**src/rtl/bank_mapper.sv**
```systemverilog
module bank_mapper #(
  parameter int PAGE_W = 8
) (
  input  logic                  clk,
  input  logic                  rst_n,
  input  logic [15:0]           cpu_addr,
  input  logic [7:0]            cpu_din,
  input  logic                  io_wr,
  input  logic                  io_rd,
  input  logic                  mem_req,
  output logic [PAGE_W+13:0]    phys_addr,
  output logic                  hit,
  output logic [7:0]            rd_data
);
  localparam int PA_W   = PAGE_W + 14;
  localparam int BANK_W = PA_W - 16;
  localparam int WIN_W  = 5;
  localparam int NWIN   = 1 << WIN_W;

  logic [1:0]        mode_q;
  logic              whole_q, en_q;
  logic [WIN_W-1:0]  idx_q;
  logic [BANK_W-1:0] bank_q;
  logic [PAGE_W-1:0] page_q [NWIN];

  wire       port_hit = !cpu_addr[15] && cpu_addr[10];
  wire [1:0] rsel     = cpu_addr[9:8];
  wire       wr_en    = io_wr && port_hit;

  always_ff @(posedge clk or negedge rst_n) begin
    if (!rst_n) begin
      mode_q  <= 2'd0;
      whole_q <= 1'b0;
      en_q    <= 1'b1;
      idx_q   <= '0;
      bank_q  <= '0;
      for (int i = 0; i < NWIN; i++) page_q[i] <= PAGE_W'(i);
    end else if (wr_en) begin
      case (rsel)
        2'd0: begin
          mode_q  <= cpu_din[1:0];
          whole_q <= cpu_din[2];
          en_q    <= cpu_din[3];
        end
        2'd1: idx_q  <= cpu_din[WIN_W-1:0];
        2'd2: page_q[idx_q] <= cpu_din[PAGE_W-1:0];
        default: bank_q <= cpu_din[BANK_W-1:0];
      endcase
    end
  end

  wire [WIN_W-1:0]  win      = cpu_addr[15:11] >> (2'd3 - mode_q);
  wire [PAGE_W-1:0] page_sel = page_q[win];
  wire [3:0]        off_w    = 4'd14 - {2'b00, mode_q};
  wire [PA_W-1:0]   off_mask = (PA_W'(1) << off_w) - PA_W'(1);
  wire [PA_W-1:0]   chunk_pa = (PA_W'(page_sel) << off_w) | (PA_W'(cpu_addr) & off_mask);

  assign phys_addr = whole_q ? {bank_q, cpu_addr} : chunk_pa;
  assign hit       = mem_req && en_q;

  always_comb begin
    rd_data = 8'h00;
    if (io_rd && port_hit) begin
      case (rsel)
        2'd0:    rd_data = {4'b0000, en_q, whole_q, mode_q};
        2'd1:    rd_data = 8'(idx_q);
        2'd2:    rd_data = 8'(page_q[idx_q]);
        default: rd_data = 8'(bank_q);
      endcase
    end
  end

  assert_hit_gate_R9: assert property (@(posedge clk) disable iff (!rst_n)
    !mem_req |-> !hit);

  assert_offset_pass_R6: assert property (@(posedge clk) disable iff (!rst_n)
    !whole_q |-> phys_addr[10:0] == cpu_addr[10:0]);

  assert_whole_low_R7: assert property (@(posedge clk) disable iff (!rst_n)
    whole_q |-> phys_addr[15:0] == cpu_addr);

  assert_decode_guard_R10: assert property (@(posedge clk) disable iff (!rst_n)
    (io_wr && (cpu_addr[15] || !cpu_addr[10])) |=>
      ($stable(mode_q) && $stable(whole_q) && $stable(en_q) && $stable(idx_q) && $stable(bank_q)));

  assert_page_store_R4: assert property (@(posedge clk) disable iff (!rst_n)
    (wr_en && rsel == 2'd2) |=> page_q[$past(idx_q)] == $past(cpu_din[PAGE_W-1:0]));

  assert_rd_quiet_R8: assert property (@(posedge clk) disable iff (!rst_n)
    !io_rd |-> rd_data == 8'h00);
endmodule

```
**config.mk**
```make
export PLATFORM = sky130hd
export DESIGN_NAME = bank_mapper
export DESIGN_NICKNAME = d
export VERILOG_FILES = /design/src/rtl/bank_mapper.sv
export SDC_FILE = /design/constraint.sdc
export NUM_CORES = 1
export LEC_CHECK = 0
export ABC_AREA = 1
export ABC_CLOCK_PERIOD_IN_PS = 2140
export BUFFER_PORTS_ARGS = -buffer_cell sky130_fd_sc_hd__buf_4
export CAP_MARGIN = 5
export CORE_ASPECT_RATIO = 1.2
export CORE_MARGIN = 1
export CORE_UTILIZATION = 40
export CTS_CLUSTER_SIZE = 28
export DETAILED_ROUTE_END_ITERATION = 8
export PLACE_DENSITY_LB_ADDON = 0.08
export SLEW_MARGIN = 40
export SYNTH_ARGS = -nofsm -noshare
export SYNTH_HDL_FRONTEND = slang
export SYNTH_SLANG_ARGS = --single-unit
export TNS_END_PERCENT = 30
```
**constraint.sdc**
```tcl
create_clock -name clk -period 2.14 [get_ports clk]
set_input_delay 0.214 -clock clk [delete_from_list [all_inputs] [get_ports clk]]
set_output_delay 0.214 -clock clk [all_outputs]
set_load 0.02 [all_outputs]
```
==> flow_results.org, run 1 <==
** Finish
- Relative to the synthesized area, the layout overhead comes to 36.4%.
- Final-layout fill cell count :: 3526
- Layout cell share with drive strength beyond 1 :: 28.1%
- Most common cell after layout, fill and taps aside :: nand2_1
- The library cells used most frequently in the layout, excluding fill and tap cells, are 553 x nand2_1, 297 x o21ai_0, 213 x inv_1, 206 x nand3_1, 193 x buf_4.
- 0 antenna diodes ended up in the layout.
- Register area :: 6890 sq um
- At the end of the flow, the number of nets in the layout was 2330.
- Post-route standard cell area excluding fillers :: 21200 sq um
- In the final layout, the multi-input gates occupy 8470 sq um.

** Worst hold path
- Worst Hold Path Cells :: 5
- The worst hold path terminates at en_q.
- The tightest min-delay check is of the in -> reg type.
- Critical hold path startpoint :: io_wr

** Placement
- Cell area after placement :: 17800 sq um
- Placer Congestion :: 0.974
- Final HPWL DP :: 43700 um
- During placement, the flow inserted port buffers numbering 43.

** STA
- The routed design could run at a clock period as short as 3.15 ns.
- Between clock sinks in the finished design, the worst skew comes to 0.0198 ns.
- Transition time at the pin with the least slew margin :: 0.637 ns
- After layout, the worst path uses 147% of the clock period.
- Number of hold violations in the final report :: 0
- The final max-slew violation count was 0.
- Slack of the critical path :: -1.01 ns
- Setup violations remaining at the end of the flow were counted as 20.
- Hold timing on the final database bottoms out at a slack of 0.176 ns.
- Setup repair after global routing could not meet its margin everywhere.
- Normalized max-slew margin :: 57.1%
- Maximum achievable frequency :: 317 MHz

** Synthesis
- Sequential-to-total area share from yosys stat :: 44.3%
- Cell types occupying the most area after synthesis :: dfrtp_1 31%, nand2_1 14%, dfstp_2 14%
- In this run the cell area of the synthesized design comes to 15500 sq um.
- Yosys top cell area share :: 30.6%
- Dividing the synthesized area by the synthesized cell count gives 7.35 sq um.
- For this run, the number of Yosys warnings is 0.
- Cell accounting for the most synthesized area :: dfrtp_1
- Counting every net in the synthesized netlist gives 2153.
- Synthesis inferred 271 register bits.
- After synthesis, the netlist uses 32 different library cells.
- Count of mapped cells out of synthesis :: 2116

** Worst setup path
- Largest stage delay, worst path :: 0.43 ns
- Req. time, crit path :: 1.93 ns
- Slowest-stage cell, CP :: dfrtp_1
- Reg2reg end :: page_q[212]
- CP Capture Type :: primary output
- Measured in cells, the most critical reg-to-reg path has a length of 13.
- Launching element type of the critical path :: flip-flop
- Arrival time of the worst setup path :: 2.94 ns
- Register-to-register setup slack :: 0.04 ns
- Start-to-end type of the worst setup path :: reg -> out
- In this run the worst path has a maximum fanout of 13.
- The signal on the critical path passes through inv_2, nand2_2, nand3_4, nand2_8, buf_12, buf_4, nand2_1, nand3_1, nand3_1, nand3_2, nand3_4, nand3_4, nand3_2, nand3_1, nand2_2, buf_6.
- The startpoint identified for the worst register-to-register timing path is idx_q[1].

** Floorplan
- Die span in x :: 182 um
- Core region area :: 38100 sq um
- Boundary Pins :: 60
- The die covers 39700 sq um.
- Number of placement rows :: 78
- The initial utilization of the core area, before any placement, comes to 40.8%.
- DIE HEIGHT :: 218 um

** Global routing
- For this run the aggregate overflow at the end of global routing stands at 0.
- The first global-routing pass estimated 96800 um of wire.
- The number of global-route vias before repair is 15400.
- The number of antenna violations at the first check in global routing was 0.
- Maximum number of pins on one net before global-route repair :: 62
- Total GRT Usage :: 32.5%

** Routing
- Number of DRC violations after detailed-routing iteration 0 :: 1875
- Antenna-violating nets left :: 0
- Dividing the detail-routed wire length by the instance count gives 23.9 um.
- After detailed routing, the number of vias per cell comes to 5.84.
- First-pass iteration count of the detailed router :: 7
- In the routed design, unresolved DRC markers number 0.
- Total wire length :: 66900 um
- The final route contains 16300 vias.

** Clocking
- TritonCTS built the clock tree.
- Reg clk slew, reported paths :: 0.06 ns
- Worst skew pair latency :: 0.59 ns
- Number of H-tree levels :: 1
- Counting every sink on the clock net gives 271.
- The cell sitting at the root of the clock tree is a clkbuf_16.
- The longest clock path from root to sink contains 3 buffers.
- TritonCTS created 31 clock buffers.

** Outcome
- Failing checks :: negative setup slack
- The run finished, with violations left.

** Power and ir drop
- Worst IR drop on VDD :: 0.782 mV
- Static Leak :: 9.08 nW
- Power per Cell Area :: 968 nW/um^2

** Job
- Max_cap viols :: 0
## kinds of logic after synthesis
logic type               share of synthesized area (%)
AO/OA/AOI/OAI                                     18.3
adder cells (fa/ha/maj)                          0.644
buffers and inverters                             10.1
flip-flops                                        44.3
AND/OR/NAND/NOR                                   26.7
## layout make-up
class                   count  area share [%]
multi-input cells        1461            39.9
flip-flops and latches    271            32.5
repair buffers            305            15.9
clock buffers              41            4.17
inverters                 223            4.08
well taps                 480            2.83
clock inverters            16           0.673
## cells in the mapped netlist (all sizes together)
master / n
a21oi: 15
a22o: 15
a22oi: 38
and2: 1
buf: 59
clkbuf: 102
clkinv: 1
dfrtp: 190
dfstp: 81
ha: 8
inv: 222
nand2: 572
nand3: 316
nand3b: 25
nand4: 7
nor2: 23
nor3: 10
nor4: 3
o211ai: 10
o21ai: 341
o221ai: 37
o22ai: 34
o31ai: 5
or2: 1
## flip-flops by register name, indices dropped and copies added, names as in the netlist
name / flops
whole_q: 1
page_q: 256
bank_q: 6
idx_q: 5
en_q: 1
mode_q: 2
## metrics by stage
step | std cells | TNS, ns | total power [W] | util, % | worst slack, ns
global route | 2797 | -20.42 | 0.0213 | 55.7 | -1.13
CTS | 2762 | -18.01 | 0.0192 | 52.3 | -0.935
floorplan | 2116 | -0.514 | 0.00952 | - | -0.0701
finish | 2797 | -18.41 | 0.0205 | 55.7 | -1.01
detailed placement | 2684 | -24.88 | 0.0126 | 46.6 | -0.565
global placement | 2684 | -19.74 | 0.0125 | 46.6 | -0.520
## power breakdown
part           switching, W  internal, W  total (W)
clock               0.00229      0.00313    0.00542
combinational       0.00556      0.00369    0.00925
sequential         0.000299      0.00555    0.00585
## routing by layer
metal / part of all wire (%) / global-route usage, % / vias to the layer above
met3: 8.3 / 5.49 / 199
met4: 5.1 / 14.9 / 0
met1: 42 / 43.8 / 7892
met2: 45 / 51.2 / 802
met5: 0 / 0 / -
li1: - / - / 7449
## critical path: cells and delay by family, from the launching register on
family | cells | cell delay, ns
buffers and inverters | 4 | 0.55
flip-flops | 1 | 0.43
AND/OR/NAND/NOR | 12 | 1.33
## worst max-delay path by stage
stage | startpoint | end | slack (ns) | cells after the start
finish | mode_q[0] | phys_addr[18] | -1.01 | 16
global route | mode_q[0] | phys_addr[15] | -1.13 | 18
CTS | mode_q[0] | phys_addr[18] | -0.94 | 15
detailed placement | mode_q[0] | phys_addr[15] | -0.57 | 15
global placement | mode_q[0] | phys_addr[15] | -0.52 | 15
floorplan | mode_q[0] | phys_addr[10] | -0.07 | 13
## what timing repair did
item,4_1_cts,5_1_grt
setup endpoints to repair,20,64
hold buffers,7,0
buffers inserted,8,26
resized for setup,171,187
endpoints found under the hold margin,62,0
pin swaps,31,54
gates cloned,6,12
No activity file was read; power rests on OpenSTA's default activity.
==> inputs of run 2 (changes only) <==
- ABC_AREA: 1 -> default
==> run 2 against run 1 <==
Effect of this change: the run still ends with negative setup slack left; first-iteration DRC count down 46%; synthesized cell count down 41%; die area up 1.6%; utilization up 0.076 points; sequential cell count unchanged; area after synthesis up 1.6%; routed wire length down 8.9%; worst setup slack worse by 0.90 ns; total power down 7.5%; non-clock buffer count up 131; clock-buffer cell count up 3; critical path type unchanged; highest routed layer unchanged.
==> flow_results.org, run 2 <==
** Global routing
- The number of global-route vias before repair came to 13200.
- The number of antenna violations at the first check in global routing was 1.
- In the global route stage, overall resource usage came out at 30.7%.
- The first global-routing pass estimated 89600 um of wire.
- The total overflow left after global routing is 0.
- Maximum number of pins on one net before global-route repair :: 62

** STA
- The number of failing hold endpoints at the final stage was 0.
- Timing would allow up to 247 MHz.
- Transition time at the pin with the least slew margin :: 0.600 ns
- The final critical path takes up 189% of the cycle.
- Setup repair after global routing missed its margin :: true
- Slack of the critical path :: -1.91 ns
- Across all hold checks on the routed design, the worst slack comes to 0.0835 ns.
- Final setup violation count :: 20
- Final critical path time including I/O delays and setup :: 4.05 ns
- Normalized max-slew margin :: 59.7%
- The final max-slew violation count was 0.
- The clock arrives with 0.0131 ns of skew.
- After routing, the total negative slack on setup checks comes to -30.11 ns.

** Worst setup path
- Setup slack on the worst reg-to-reg path comes out at 0.01 ns.
- CP Capture Type :: primary output
- STA classifies the critical path startpoint as a flip-flop.
- Timing startpoint of the critical path :: mode_q[1]
- Arrival time of the worst setup path :: 3.83 ns
- The worst register-to-register path ends at page_q[167].
- In this run the critical register-to-register path is launched from idx_q[2].
- Start-to-end type of the worst setup path :: reg -> out
- Of all nets on the critical path, the largest fanout is 7.
- STA puts the critical path data required time at 1.93 ns.
- The worst register-to-register path has a depth of 7.

** Placement
- Port Buffers :: 43
- The number of placed instances, taps included, is 2057.
- Placer Congestion :: 0.952
- Final HPWL DP :: 44500 um

** Clocking
- Clock tree from TritonCTS :: yes
- CTS Buf Count :: 31
- Buffer levels on the longest clock path :: 3
- After clock tree synthesis, the clock-pin slew on the worst setup and hold paths is 0.07 ns.
- Worst skew pair latency :: 0.58 ns
- Clk sinks :: 271
- In this run the number of H-tree levels came out at 1.
- The tree is rooted in a clkbuf_16.

** Synthesis
- Yosys top cell area share :: 30.1%
- Yosys warning count :: 0
- Post-Synthesis Net Count :: 1279
- The commonest cells after synthesis are 289 x mux2_2, 190 x dfrtp_1, 110 x mux2i_1.
- Among all flip-flop cells after synthesis, the most frequent one is dfrtp_1.
- Count of mapped cells out of synthesis :: 1242
- Seq cells post-synth :: 271
- Counting flops with a built-in enable in the synthesized netlist gives 0.
- In the post-synthesis netlist, the cell with the most instances is mux2_2.
- Sequential-to-total area share from yosys stat :: 43.6%
- The netlist uses 68 different library cells.
- Cell types occupying the most area after synthesis :: dfrtp_1 30%, mux2_2 21%, dfstp_2 13%
- dfrtp_1 takes more of the synthesized area than any other cell.
- The synthesized netlist occupies a cell area of 15800 sq um.
- Async set-or-reset flop fraction in the synthesized netlist :: 100%
- Mean instance size in the synthesized netlist :: 12.7 sq um

** Finish
- The finished layout holds 2158 standard cells, fillers aside.
- Biggest register :: page_q
- Leaving out fill and tap cells, the most frequent cell in the layout is buf_4.
- Counting the fill cells in the layout gives 3333.
- Summing all flip-flop and latch instances after layout gives 6890 sq um.
- 0 antenna diodes ended up in the layout.
- Largest registers :: page_q (256), bank_q (6), idx_q (5)
- Multi-input combinational cell area :: 9030 sq um
- Cells with a size suffix above 1 make up 63.6% of the layout.
- Max FFs per register :: 256
- Area Growth Syn to Fin :: 37.3%
- Final layout net count :: 1645
- The top cell types in the final layout, fill and taps aside, are 360 x buf_4, 284 x mux2_2, 186 x dfrtp_1, 99 x mux2i_1, 89 x nand2_1.

** Routing
- Routed length per placed instance :: 28.2 um
- For this run, design rule violations remaining after detail routing come to 0.
- The first routing iteration left 1006 violations.
- The routed design has 60900 um of wire.
- Vias after detailed routing :: 12700
- The first detailed-routing pass ran for 5 iterations.
- Antenna-violating nets left :: 0
- Via-per-instance ratio :: 5.87

** Power and ir drop
- IR analysis of the VDD net gives a maximum drop of 0.615 mV.
- In this run the static leakage power is 9.82 nW.
- The internal portion of the total power is 0.0126 W.
- The clock network burns 29.4% of the power.
- Combinational Power Share :: 40.2%
- The design draws 0.0190 W.
- Summed over all nets, the switching power comes to 0.00639 W.
- Of the total power, the share spent switching nets is 33.6%.
- Power per Cell Area :: 876 nW/um^2
- Sequential fraction of design power :: 30.5%

** Floorplan
- The floorplan step defined a die boundary enclosing 40300 sq um.
- From bottom edge to top edge, the die measures 220 um.
- Number of placement rows :: 79
- Boundary Pins :: 60
- Die span in x :: 183 um
- Initial Util :: 40.6%
- The floorplan step defined a core boundary enclosing 38800 sq um.

** Job
- Max_cap viols :: 0

** Outcome
- The final reports fail on negative setup slack.
- Run status :: finished, violations left

** Worst hold path
- Min-delay worst type :: in -> async
-- run 2: changes by cell type in the layout (fill, tap and decap cells not counted), sizes merged, moves of 22 or more --
cell,delta
nand3b,-23
mux2,+290
a22oi,-22
buf,+145
nand2,-479
nand3,-300
mux2i,+111
mux4,+74
inv,-213
o21ai,-318
-- run 2: cell type report --
type	instances	area share, %
multi-input combinational	858	41.7
clock inverter	13	0.785
inverter	10	0.179
clock buffer	44	4.08
tap	526	3.04
timing repair buffer	436	18.4
sequential	271	31.8
-- run 2: power groups by stage --
stage          Sequential (W)  Clock, W  Combinational, W
5_1_grt               0.00582   0.00589           0.00793
6_report              0.00579   0.00557           0.00763
3_3_place_gp          0.00588         0           0.00611
3_5_place_dp          0.00588         0           0.00615
4_1_cts               0.00580   0.00570           0.00710
2_1_floorplan         0.00573         0           0.00340
-- run 2: timing repair --
action                     in CTS  in global routing
hold endpoints to repair      196                  0
setup endpoints to repair      34                 71
hold buffers                    1                  0
gates cloned                    5                  2
setup buffers                  21                 18
gates resized for setup       105                 54
pin swaps                      28                 30
-- run 2: per-stage QoR --
stage | area (sq um) | utilization [%] | setup WS (ns)
after CTS | 21200 | 54.6 | -1.91
after detailed placement | 19300 | 49.8 | -1.60
after global placement | 19300 | 49.8 | -1.57
after floorplan | 16000 | - | -0.936
after global routing | 21700 | 55.8 | -1.99
final | 21700 | 55.8 | -1.91
-- run 2: cell families (layout without fill, tap and decap cells) --
kind of cell / count (synthesis) / count (layout) / share of synthesized area (%)
fa+ha+maj: 8 / 8 / 0.634
mux: 475 / 475 / 38.3
buf+inv: 113 / 503 / 3.44
xor+xnor: 1 / 1 / 0.0555
simple gates: 205 / 205 / 6.06
compound gates: 169 / 169 / 7.89
flops: 271 / 271 / 43.6
-- run 2: layer usage --
| layer | global-route usage [%] | vias up | wire length (um) |
|---|---|---|---|
| met5 | 0 | - | 0 |
| met3 | 4.15 | 130 | 3080 |
| met4 | 13.9 | 0 | 3050 |
| met1 | 40.0 | 6638 | 25900 |
| met2 | 50.9 | 406 | 28900 |
| li1 | - | 5486 | - |
-- run 2: worst max-delay path: stages, from the launching register on --
cell and delay, ns:
dfrtp_2 0.37, mux4_4 0.65, buf_12 0.19, buf_12 0.14
buf_16 0.14, mux4_2 0.47, o2bb2ai_4 0.18, o21a_1 0.24
nand2_1 0.09, mux2_4 0.19, mux2i_1 0.08, a221o_1 0.36
buf_6 0.14
-- run 2: worst max-delay path by stage --
stage               endpoint  depth (start not counted)
3_5_place_dp   phys_addr[15]                         13
6_report       phys_addr[18]                         12
4_1_cts        phys_addr[19]                         13
3_3_place_gp   phys_addr[15]                         13
2_1_floorplan  phys_addr[17]                         13
5_1_grt        phys_addr[17]                         13
